===== src/rtl/pcm_port_pkg.sv =====
`timescale 1ns/1ps
package pcm_port_pkg;

  // Strobes from the slot controller to the shifting datapath
  typedef struct packed {
    logic load;     // take a new transmit byte
    logic shift;    // advance the transmit shifter by one bit
    logic oeNext;   // output enable for the coming bit period
    logic capture;  // receive slot complete, publish byte
  } pcmStrobes_t;

  typedef enum logic [1:0] {
    ST_IDLE,
    ST_DECIDE,
    ST_RUN
  } slotState_t;

endpackage


===== src/rtl/pcm_port_ctrl.sv =====
`timescale 1ns/1ps
module pcm_port_ctrl
  import pcm_port_pkg::*;
#(
  parameter int WIDTH = 8
) (
  input  logic        clk,
  input  logic        rstN,
  input  logic        fs,
  input  logic        muteReq,
  output pcmStrobes_t strb
);

  localparam int CNT_W = $clog2(WIDTH);
  localparam logic [CNT_W-1:0] LAST = CNT_W'(WIDTH - 1);

  slotState_t       state;
  logic             fsPrev;
  logic             isLong;
  logic             muteActive;
  logic [CNT_W-1:0] bitIdx;
  logic             fsRise;
  logic             lastBit;

  assign fsRise  = fs & ~fsPrev;
  assign lastBit = (bitIdx == LAST);

  always_comb begin
    strb = '0;
    strb.load = fsRise;
    if (fsRise) begin
      // cycle 0: enable only if the format seen last time was long
      strb.oeNext = isLong & ~muteReq;
    end else begin
      case (state)
        ST_DECIDE: begin
          strb.oeNext = ~muteActive;
          strb.shift  = fs;          // long: move on to bit two
        end
        ST_RUN: begin
          strb.oeNext  = ~lastBit & ~muteActive;
          strb.shift   = ~lastBit;
          strb.capture = lastBit;
        end
        default: ;
      endcase
    end
  end

  always_ff @(posedge clk or negedge rstN) begin
    if (!rstN) begin
      state      <= ST_IDLE;
      fsPrev     <= 1'b0;
      isLong     <= 1'b0;
      muteActive <= 1'b0;
      bitIdx     <= '0;
    end else begin
      fsPrev <= fs;
      if (fsRise) begin
        state      <= ST_DECIDE;
        bitIdx     <= '0;
        muteActive <= muteReq;
      end else begin
        case (state)
          ST_DECIDE: begin
            isLong <= fs;
            bitIdx <= fs ? CNT_W'(1) : '0;
            state  <= ST_RUN;
          end
          ST_RUN: begin
            if (lastBit) state <= ST_IDLE;
            else         bitIdx <= bitIdx + 1'b1;
          end
          default: ;
        endcase
      end
    end
  end

  // a completed slot always returns to idle unless a new pulse restarts it
  p_slot_closes_r11: assert property (@(posedge clk) disable iff (!rstN)
    (state == ST_RUN && lastBit && !fsRise) |=> (state == ST_IDLE));

endmodule


===== src/rtl/pcm_port_dp.sv =====
`timescale 1ns/1ps
module pcm_port_dp
  import pcm_port_pkg::*;
#(
  parameter int               WIDTH     = 8,
  parameter logic [WIDTH-1:0] MUTE_CODE = '0
) (
  input  logic             clk,
  input  logic             rstN,
  input  pcmStrobes_t      strb,
  input  logic             rxSerial,
  input  logic [WIDTH-1:0] txByte,
  input  logic             muteReq,
  output logic             txSerial,
  output logic             txOe,
  output logic [WIDTH-1:0] rxByte,
  output logic             rxValid
);

  logic [WIDTH-1:0] txShift;
  logic [WIDTH-1:0] rxShift;

  always_ff @(posedge clk or negedge rstN) begin
    if (!rstN) begin
      txShift <= '0;
      txOe    <= 1'b0;
    end else begin
      txOe <= strb.oeNext;
      if (strb.load)       txShift <= txByte;
      else if (strb.shift) txShift <= {txShift[WIDTH-2:0], 1'b0};
    end
  end

  assign txSerial = txShift[WIDTH-1];

  // receive line sampled mid-bit; the window is chosen by the capture strobe
  always_ff @(negedge clk or negedge rstN) begin
    if (!rstN) rxShift <= '0;
    else       rxShift <= {rxShift[WIDTH-2:0], rxSerial};
  end

  always_ff @(posedge clk or negedge rstN) begin
    if (!rstN) begin
      rxByte  <= '0;
      rxValid <= 1'b0;
    end else begin
      rxValid <= strb.capture;
      if (strb.capture) rxByte <= muteReq ? MUTE_CODE : rxShift;
    end
  end

  p_valid_pulse_r7: assert property (@(posedge clk) disable iff (!rstN)
    rxValid |=> !rxValid);

  p_valid_slot_closed_r5: assert property (@(posedge clk) disable iff (!rstN)
    rxValid |-> !txOe);

endmodule


===== src/rtl/pcm_frame_port.sv =====
`timescale 1ns/1ps
module pcm_frame_port
  import pcm_port_pkg::*;
#(
  parameter int               WIDTH     = 8,
  parameter logic [WIDTH-1:0] MUTE_CODE = '0
) (
  input  logic             clk,
  input  logic             rstN,
  input  logic             frameSync,
  input  logic             rxSerial,
  input  logic [WIDTH-1:0] txByte,
  input  logic             muteReq,
  output logic             txSerial,
  output logic             txOe,
  output logic [WIDTH-1:0] rxByte,
  output logic             rxValid
);

  pcmStrobes_t strb;

  pcm_port_ctrl #(.WIDTH(WIDTH)) u_ctrl (
    .clk     (clk),
    .rstN    (rstN),
    .fs      (frameSync),
    .muteReq (muteReq),
    .strb    (strb)
  );

  pcm_port_dp #(.WIDTH(WIDTH), .MUTE_CODE(MUTE_CODE)) u_dp (
    .clk      (clk),
    .rstN     (rstN),
    .strb     (strb),
    .rxSerial (rxSerial),
    .txByte   (txByte),
    .muteReq  (muteReq),
    .txSerial (txSerial),
    .txOe     (txOe),
    .rxByte   (rxByte),
    .rxValid  (rxValid)
  );

  p_oe_needs_frame_r5: assert property (@(posedge clk) disable iff (!rstN)
    $rose(txOe) |-> ($past(frameSync) || $past(frameSync, 2)));

  p_mute_blocks_start_r8: assert property (@(posedge clk) disable iff (!rstN)
    (frameSync && !$past(frameSync) && muteReq) |=> !txOe);

  p_mute_code_r9: assert property (@(posedge clk) disable iff (!rstN)
    (rxValid && $past(muteReq)) |-> (rxByte == MUTE_CODE));

endmodule


===== config.mk =====
export PLATFORM = sky130hd
export DESIGN_NAME = pcm_frame_port
export DESIGN_NICKNAME = d
export VERILOG_FILES = /design/src/rtl/pcm_port_pkg.sv /design/src/rtl/pcm_port_ctrl.sv /design/src/rtl/pcm_port_dp.sv /design/src/rtl/pcm_frame_port.sv
export SDC_FILE = /design/constraint.sdc
export NUM_CORES = 1
export LEC_CHECK = 0
export BUFFER_PORTS_ARGS = -buffer_cell sky130_fd_sc_hd__buf_4
export CELL_PAD_IN_SITES_DETAIL_PLACEMENT = 1
export CELL_PAD_IN_SITES_GLOBAL_PLACEMENT = 2
export CORE_UTILIZATION = 35
export CTS_CLUSTER_SIZE = 30
export DETAILED_ROUTE_END_ITERATION = 7
export GPL_TIMING_DRIVEN = 1
export PLACE_DENSITY_LB_ADDON = 0.1
export SLEW_MARGIN = 15
export SYNTH_ARGS = -nofsm -noshare
export SYNTH_HDL_FRONTEND = slang
export SYNTH_HIERARCHICAL = 1
export SYNTH_SLANG_ARGS = --single-unit

===== constraint.sdc =====
create_clock -name clk -period 2 [get_ports clk]
set_input_delay 0.1 -clock clk [delete_from_list [all_inputs] [get_ports clk]]
set_output_delay 0.1 -clock clk [all_outputs]
set_load 0.05 [all_outputs]

==> metrics, run 1 <==
count of different cell masters after synthesis=25; CTS Buffer Depth=2; GR Overflow Total=0; HPWL Detailed=about 1900 um; critical-path cell list=ha_1 -> ha_2 -> and2b_4 -> a21oi_1 -> nor3_1 -> buf_4 -> mux2i_1 -> o21ai_1; Max Clock Freq=531.0 MHz; final hold slack=about 29 ps; Pwr Density=about 1200 mW/mm^2; CP max stage delay=400 ps; largest net degree at the start of global routing=35; routing usage on met3=4.655%; DR WL/cell=13.96 um; via/cell ratio=between 4 and 5; Slew Limit Fails=0; Setup crit end kind=register; Total Power=2.153 mW; vias in the first global route=about 1100; WP buf/inv=1; antenna viol nets, final=0; Critical Path Start Type=register; syn_nets=between 100 and 150; Seq cells post-synth=34; Slowest cell on crit path=dfrtp_1; Crit path required time=2160 ps; worst-path maximum fanout=8; die height=between 60 and 70 um; DRT Pass-1 Iters=4; layout cells sized above 1=26.97%; worst hold start=txByte[7]; H-Tree Depth=2; count of final setup violators=0; unrepaired setup endpoints after global routing=no; CTS Buf Count=5; Final #Nets=between 150 and 200; Ys Warns=6; DRC=0; Post-Syn Instances=121; initial antenna violation count=0; setup bufs post-CTS=0; number of core rows=22; Post-Route WL=2792 um; Synth area leaders=dfrtp_1, dfrtn_1, mux2i_1, nand3b_1, o21ai_0; Reg clk slew, reported paths=70 ps; Hold Crit Class=in2reg; critical path type=reg2reg; width of the die=65.92 um; Worst-Skew Late Latency=290 ps; via count=964; clock root buffer=clkbuf_8; Critical R2R Capture=u_dp/txShift[5]$_DFFE_PN0P_; DIE AREA=0.004345 mm^2; Worst Hold Depth=3; Final min period=1883 ps; worst-case reg-to-reg path depth=8; Post-Syn Area=0.001430 mm^2; input/output buffers=23; area leader, netlist=dfrtp_1; first-pass GRT wire length=5023 um; TNS Setup=0 ps; Slew HR=59.09%; CTS sink cnt=34; post-synthesis sequential area ratio=between 50% and 60%; CTS tree=done; Hold EP=u_dp/txShift[7]$_DFFE_PN0P_; Crit path max-delay family=adder cells; Max-cap violations=0; met2 Use GR=23.98%; IO Pins=24; Placer Congestion=0.6636; actual slew at the worst max-slew pin=613.0 ps; Peak VDD IR=468.0 uV; M1 GR Usage=20.39%; most frequent cells in the layout=buf_4, dfrtp_1, inv_1, o21ai_0, nand2_1; DRT iter0 DRCs=38; Period Utilization, post-route=94.16%; worst path arrival time=2040 ps; post-synth top area share=45.49%; Starting Density=37.65%; placeable core area=about 0.0038 mm^2; status=finished, final reports clean; P_leak=about 0.82 nW; skew final=13.43 ps; GRT Overall Usage=15.88%; GRT busiest layer=met2; diode count=0; Syn Area/Cell=11.82 um^2; Final Hold Fails=0; Worst R2R Start=u_ctrl/bitIdx[0]$_DFFE_PN0P_; flop2flop setup slack=120 ps; Area Growth Syn to Fin=22.57%
[per-layer routing]
layer | wire length, um | up-vias | share of wire, %
met4 | 42 | 0 | 1.5
met3 | 94 | 5 | 3.4
met5 | 0 | - | 0
li1 | - | 465 | -
met2 | 1378 | 17 | 49
met1 | 1277 | 477 | 46
[tightest hold or removal path, stage by stage]
cell and delay (ps):
buf_4 80, nand2_1 40, o21ai_0 60
[state kept, by name (all words and copies together), names as in the netlist]
name               count
u_ctrl/muteActive      1
u_ctrl/bitIdx          3
u_dp/rxValid           1
u_dp/rxShift           8
u_ctrl/isLong          1
u_ctrl/fsPrev          1
u_dp/txShift           8
u_ctrl/state           2
u_dp/rxByte            8
u_dp/txOe              1
[area by class of cell]
cell class	instances	area [um^2]
tap	48	60.06
clock inverter	1	5.005
sequential	34	850.8
inverter	11	41.29
timing repair buffer	28	215.2
fill	429	2046
clock buffer	7	86.33
multi-input combinational	71	494.2
[where the power goes]
group          internal, mW  switching, mW
Clock                 0.277          0.237
Combinational         0.298          0.393
Sequential            0.847         0.0998
[cells in the mapped netlist]
cell        n
dfrtp_1    26
o21ai_0    13
inv_1      11
nand2_1    10
nand3b_1    9
dfrtn_1     8
mux2i_1     7
a21oi_1     5
nor2_1      5
ha_1        4
buf_6       3
o21ai_1     3
a22oi_1     2
buf_4       2
mux2_1      2
nand2b_1    2
a31o_2      1
and2b_4     1
mux2_2      1
nor2b_4     1
nor3_1      1
nor3_2      1
o2bb2ai_1   1
o41ai_2     1
or2_1       1
[timing repair]
| action | 4_1_cts | 5_1_grt |
|---|---|---|
| setup endpoints to repair | 6 | 6 |
| hold buffers | 2 | 0 |
| resized for setup | 1 | 3 |
| hold endpoints to repair | 27 | 0 |
[worst max path at each step]
stage / startpoint / end / slack (ps) / cells after the start
6_report: u_ctrl/bitIdx[0]$_DFFE_PN0P_ / u_dp/txShift[5]$_DFFE_PN0P_ / 120 / 8
5_1_grt: u_ctrl/bitIdx[0]$_DFFE_PN0P_ / u_dp/txShift[6]$_DFFE_PN0P_ / 8 / 8
4_1_cts: u_ctrl/bitIdx[0]$_DFFE_PN0P_ / u_dp/txShift[5]$_DFFE_PN0P_ / 50 / 8
3_5_place_dp: u_ctrl/bitIdx[1]$_DFFE_PN0P_ / u_dp/rxByte[3]$_DFFE_PN0P_ / -80 / 5
3_3_place_gp: u_ctrl/bitIdx[0]$_DFFE_PN0P_ / u_dp/rxByte[7]$_DFFE_PN0P_ / 40 / 5
2_1_floorplan: u_ctrl/bitIdx[0]$_DFFE_PN0P_ / u_dp/txShift[7]$_DFFE_PN0P_ / 230 / 8
[cell families after synthesis]
logic type / count (synthesis) / synth area share [%]
DFF: 34 / 59.49
AOI/OAI and AO/OA: 26 / 10.76
adders and majority gates: 4 / 3.500
and+or+nand+nor: 31 / 12.69
muxes: 10 / 7.262
buffers and inverters: 16 / 6.299
[metrics by stage]
| step | std cells | util, % | setup slack, ps | instance area (um^2) |
|---|---|---|---|---|
| after CTS | 200 | 46.08 | 46.30 | 1750 |
| after detailed placement | 190 | 43.08 | -76.50 | 1637 |
| after floorplan | 121 | - | 229.0 | 1430 |
| final | 200 | 46.15 | 116.8 | 1753 |
| after global routing | 200 | 46.15 | 8.112 | 1753 |
| after global placement | 190 | 43.08 | 36.47 | 1637 |
Note: power is estimated with default switching activity, not from simulation.
==> run 2: changes to the inputs <==
CTS_BUF_LIST = sky130_fd_sc_hd__clkbuf_16   (was default)
CTS_CLUSTER_DIAMETER = 30   (was default)
clock period = 1.88 ns   (was 2 ns; I/O delays follow)
==> metrics, run 2 (same netlist as run 1, synthesis figures left out) <==
Post-Route WL=3020 um; Max-cap violations=0; final hold slack=35.57 ps; Critical Path Start Type=register; diode count=0; Worst Hold Depth=3; met2 Use GR=24.74%; Final min period=1801 ps; clock root buffer=clkbuf_16; worst-path maximum fanout=8; H-Tree Depth=2; Max Clock Freq=approximately 560 MHz; GRT Overall Usage=15.36%; DIE AREA=0.004345 mm^2; CTS tree=done; CTS Buf Count=5; skew final=29.17 ps; DRT iter0 DRCs=36; DP Area=~0.0017 mm^2; unrepaired setup endpoints after global routing=no; count of final setup violators=0; width of the die=65.92 um; P_leak=0.8757 nW; critical path type=reg2reg; GR Overflow Total=0; Crit path required time=2020 ps; first-pass GRT wire length=5009 um; input/output buffers=23; Slew HR=70.96%; most frequent cells in the layout=buf_4, dfrtp_1, o21ai_0; vias in the first global route=between 1000 and 1500; DRT Pass-1 Iters=6; antenna viol nets, final=0; status=finished, final reports clean; commonest non-fill, non-tap cell in the layout=buf_4; CTS Buffer Depth=2; die height=65.92 um; Period Utilization, post-route=95.80%; Worst-Skew Late Latency=approximately 300 ps; IO Pins=24; layout cells sized above 1=32.08%; Slew Limit Fails=0; Setup crit end kind=register; DR WL/cell=14.59 um; Top Registers=u_dp/rxByte: 8 flops, u_dp/rxShift: 8 flops, u_dp/txShift: 8 flops; post-route cell area=0.001886 mm^2; Starting Density=37.65%; actual slew at the worst max-slew pin=435.6 ps; routing usage on met3=3.103%; Reg clk slew, reported paths=50 ps; worst path arrival time=approximately 1900 ps; CTS sink cnt=34; Peak VDD IR=808.3 uV; HPWL Detailed=1923 um; Final Hold Fails=0; initial antenna violation count=0; Pwr Density=1402 mW/mm^2; Final #Nets=175; worst-case reg-to-reg path depth=8; Placer Congestion=0.7447; Area Growth Syn to Fin=31.85%; M1 GR Usage=slightly above 20%; DRC=0; Hold Crit Class=in2reg; flop2flop setup slack=roughly 80 ps; via/cell ratio=4.923; placeable core area=0.003799 mm^2; via count=1019; GRT busiest layer=met2; largest net degree at the start of global routing=35; number of core rows=22
==> run 2: critical path, stage by stage, from the launching register on <==
cell	delay, ps
dfrtp_1	390
ha_2	200
ha_4	150
and2b_4	250
a21oi_2	40
nor3_2	140
buf_6	180
mux2i_1	220
o21ai_1	110
==> run 2: layout make-up <==
type / count / area, um^2
fill: 415 / 1913
sequential: 34 / 850.8
multi-input combinational: 71 / 520.5
timing repair buffer: 35 / 271.5
clock buffer: 5 / 125.1
tap: 48 / 60.06
inverter: 11 / 41.29
clock inverter: 3 / 16.27
==> run 2: worst paths after layout <==
path,startpoint,endpoint
max,u_ctrl/bitIdx[1]$_DFFE_PN0P_,u_dp/txShift[4]$_DFFE_PN0P_
min,txByte[3],u_dp/txShift[3]$_DFFE_PN0P_
min in group asynchronous,rstN,u_dp/rxValid$_DFF_PN0_
max in group asynchronous,rstN,u_dp/rxShift[7]$_DFF_NN0_
min reg2reg,u_dp/rxShift[6]$_DFF_NN0_,u_dp/rxShift[7]$_DFF_NN0_
max reg2reg,u_ctrl/bitIdx[1]$_DFFE_PN0P_,u_dp/txShift[4]$_DFFE_PN0P_
==> run 2: metrics by stage <==
stage               std cells  setup WS, ps  utilization (%)  setup TNS (ps)  power [mW]
finish                    207         79.02            49.64               0       2.644
CTS                       207         25.46            49.41               0       2.657
global placement          193        -11.34            43.68          -22.52       1.766
global route              207         24.41            49.64               0       2.811
floorplan                 121         109.0                -               0       1.543
detailed placement        193        -88.49            43.68          -559.0       1.795
==> run 2: power breakdown <==
group	total, mW	switching (mW)	internal, mW
logic	0.877	0.475	0.403
clock network	0.766	0.284	0.482
registers	1.00	0.0984	0.902
==> run 2: metal layers <==
layer / vias to the layer above / part of all wire, %
li1: 485 / -
met1: 520 / 47
met2: 12 / 51
met3: 2 / 1.7
met4: 0 / 0.46
met5: - / 0
==> run 2: what timing repair did <==
item	4_1_cts	5_1_grt
hold buffers	2	0
setup endpoints to repair	15	7
buffers inserted	4	0
endpoints found under the hold margin	27	0
pin swaps	3	1
gates resized for setup	7	2
==> run 3: changes to the inputs <==
GPL_TIMING_DRIVEN = 0   (was 1)
PLACE_DENSITY = 0.74   (was default)
PLACE_DENSITY_LB_ADDON = default   (was 0.1)
==> metrics, run 3 (same netlist as run 1, synthesis figures left out) <==
final hold slack=approximately 37 ps; Placer Congestion=0.6785; layout cells sized above 1=30.77%; largest net degree at the start of global routing=35; CTS Buffer Depth=2; Starting Density=37.65%; Final #Nets=around 170; CTS tree=done; area of the multi-input gates=511.7 um^2; Crit path required time=2040 ps; Total Power=between 2 and 3 mW; CTS Buf Count=5; GRT Overall Usage=between 15 and 20%; DIE AREA=0.004345 mm^2; H-Tree Depth=2; status=finished, final reports clean; critical path type=reg2reg; skew final=24.51 ps; Non-Filler Instances=204; DRT iter0 DRCs=41; Top Registers=u_dp/rxByte: 8 flops, u_dp/rxShift: 8 flops, u_dp/txShift: 8 flops; DP Area=0.001663 mm^2; GR Overflow Total=0; via/cell ratio=about 5; vias in the first global route=1082; most frequent cells in the layout=buf_4, dfrtp_1, inv_1; DRC=0; Reg clk slew, reported paths=about 50 ps; fillers=410; HPWL Detailed=2028 um; Period Utilization, post-route=just under 100%; CTS sink cnt=34; final worst slack=67.96 ps; number of core rows=22; Max Clock Freq=roughly 550 MHz; Slew Limit Fails=0; count of final setup violators=0; Hold Crit Class=in2reg; sequential cell area=850.8 um^2; via count=approximately 1000; diode count=0; Peak VDD IR=between 600 and 700 uV; Area Growth Syn to Fin=31.50%; width of the die=about 66 um; DRT Pass-1 Iters=4; die height=65.92 um; input/output buffers=23; Final Hold Fails=0; Final min period=approximately 1800 ps; worst path arrival time=1970 ps; Critical Path Start Type=register; Pwr Density=1414 mW/mm^2; commonest non-fill, non-tap cell in the layout=buf_4; Max-cap violations=0; post-route cell area=0.001881 mm^2; Setup crit end kind=register; actual slew at the worst max-slew pin=between 400 and 500 ps; IO Pins=24; placed cells=192; Slew HR=a little under three quarters; placeable core area=0.003799 mm^2; P_leak=0.8757 nW; worst-path maximum fanout=8; DR WL/cell=14.95 um; TNS Setup=0 ps; Post-Route WL=3049 um; pre-CTS setup slack=-84.00 ps; Worst-Skew Late Latency=about 300 ps; unrepaired setup endpoints after global routing=yes; first-pass GRT wire length=5175 um; antenna viol nets, final=0; clock root buffer=clkbuf_16; initial antenna violation count=0; Final Core Density=49.51%
run 3: cell count changes in the layout (fill, tap and decap cells not counted):
cell	before	now
clkinv_2	1	2
nor2_2	0	1
o21ai_1	4	6
o21ai_0	12	10
nor2_4	1	0
clkinv_1	1	0
buf_4	32	27
buf_6	1	3
a21oi_2	1	0
clkbuf_16	5	6
a21oi_1	4	5
clkinvlp_4	1	0
run 3: path summary, 6_finish.rpt:
| check | slack [ps] | depth (start not counted) | endpoint | start |
|---|---|---|---|---|
| max | 70 | 8 | u_dp/txShift[5]$_DFFE_PN0P_ | u_ctrl/bitIdx[1]$_DFFE_PN0P_ |
| min | 40 | 3 | u_dp/txShift[6]$_DFFE_PN0P_ | txByte[6] |
| max reg2reg | 70 | 8 | u_dp/txShift[5]$_DFFE_PN0P_ | u_ctrl/bitIdx[1]$_DFFE_PN0P_ |
| min reg2reg | 330 | 0 | u_dp/rxShift[7]$_DFF_NN0_ | u_dp/rxShift[6]$_DFF_NN0_ |
| max in group asynchronous | 430 | 2 | u_dp/rxShift[0]$_DFF_NN0_ | rstN |
| min in group asynchronous | 310 | 2 | u_dp/rxByte[2]$_DFFE_PN0P_ | rstN |
run 3: critical path: stages, from the launching register on:
cell     delay [ps]
dfrtp_1         380
ha_2            200
ha_4            170
and2b_4         250
a21oi_1          50
nor3_2          150
buf_6           180
mux2i_1         230
o21ai_1          80
run 3: final cells by class:
class | instances | share of cell area [%]
Buffer | 5 | 2.595
Clock buffer | 6 | 7.984
Clock inverter | 2 | 0.5323
Inverter | 11 | 2.196
Multi-Input combinational cell | 71 | 27.21
Sequential cell | 34 | 45.24
Tap cell | 48 | 3.194
Timing Repair Buffer | 27 | 11.04
run 3: repair_timing:
action,CTS,global route
pin swaps,2,1
gates resized for setup,6,2
buffers inserted,2,0
setup endpoints to repair,15,7
endpoints found under the hold margin,27,0
hold buffers,2,0
gates cloned,0,0
run 3: metal layers:
metal  routed length [um]  GRT usage, %
met1                 1404         21.63
met2                 1467         24.23
met3                  115         6.379
met4                   61         7.337
met5                    0             0
run 3: report_power, final:
group,switching (mW),internal (mW)
registers,0.108,0.903
logic,0.437,0.354
clock network,0.293,0.566
total,0.838,1.82
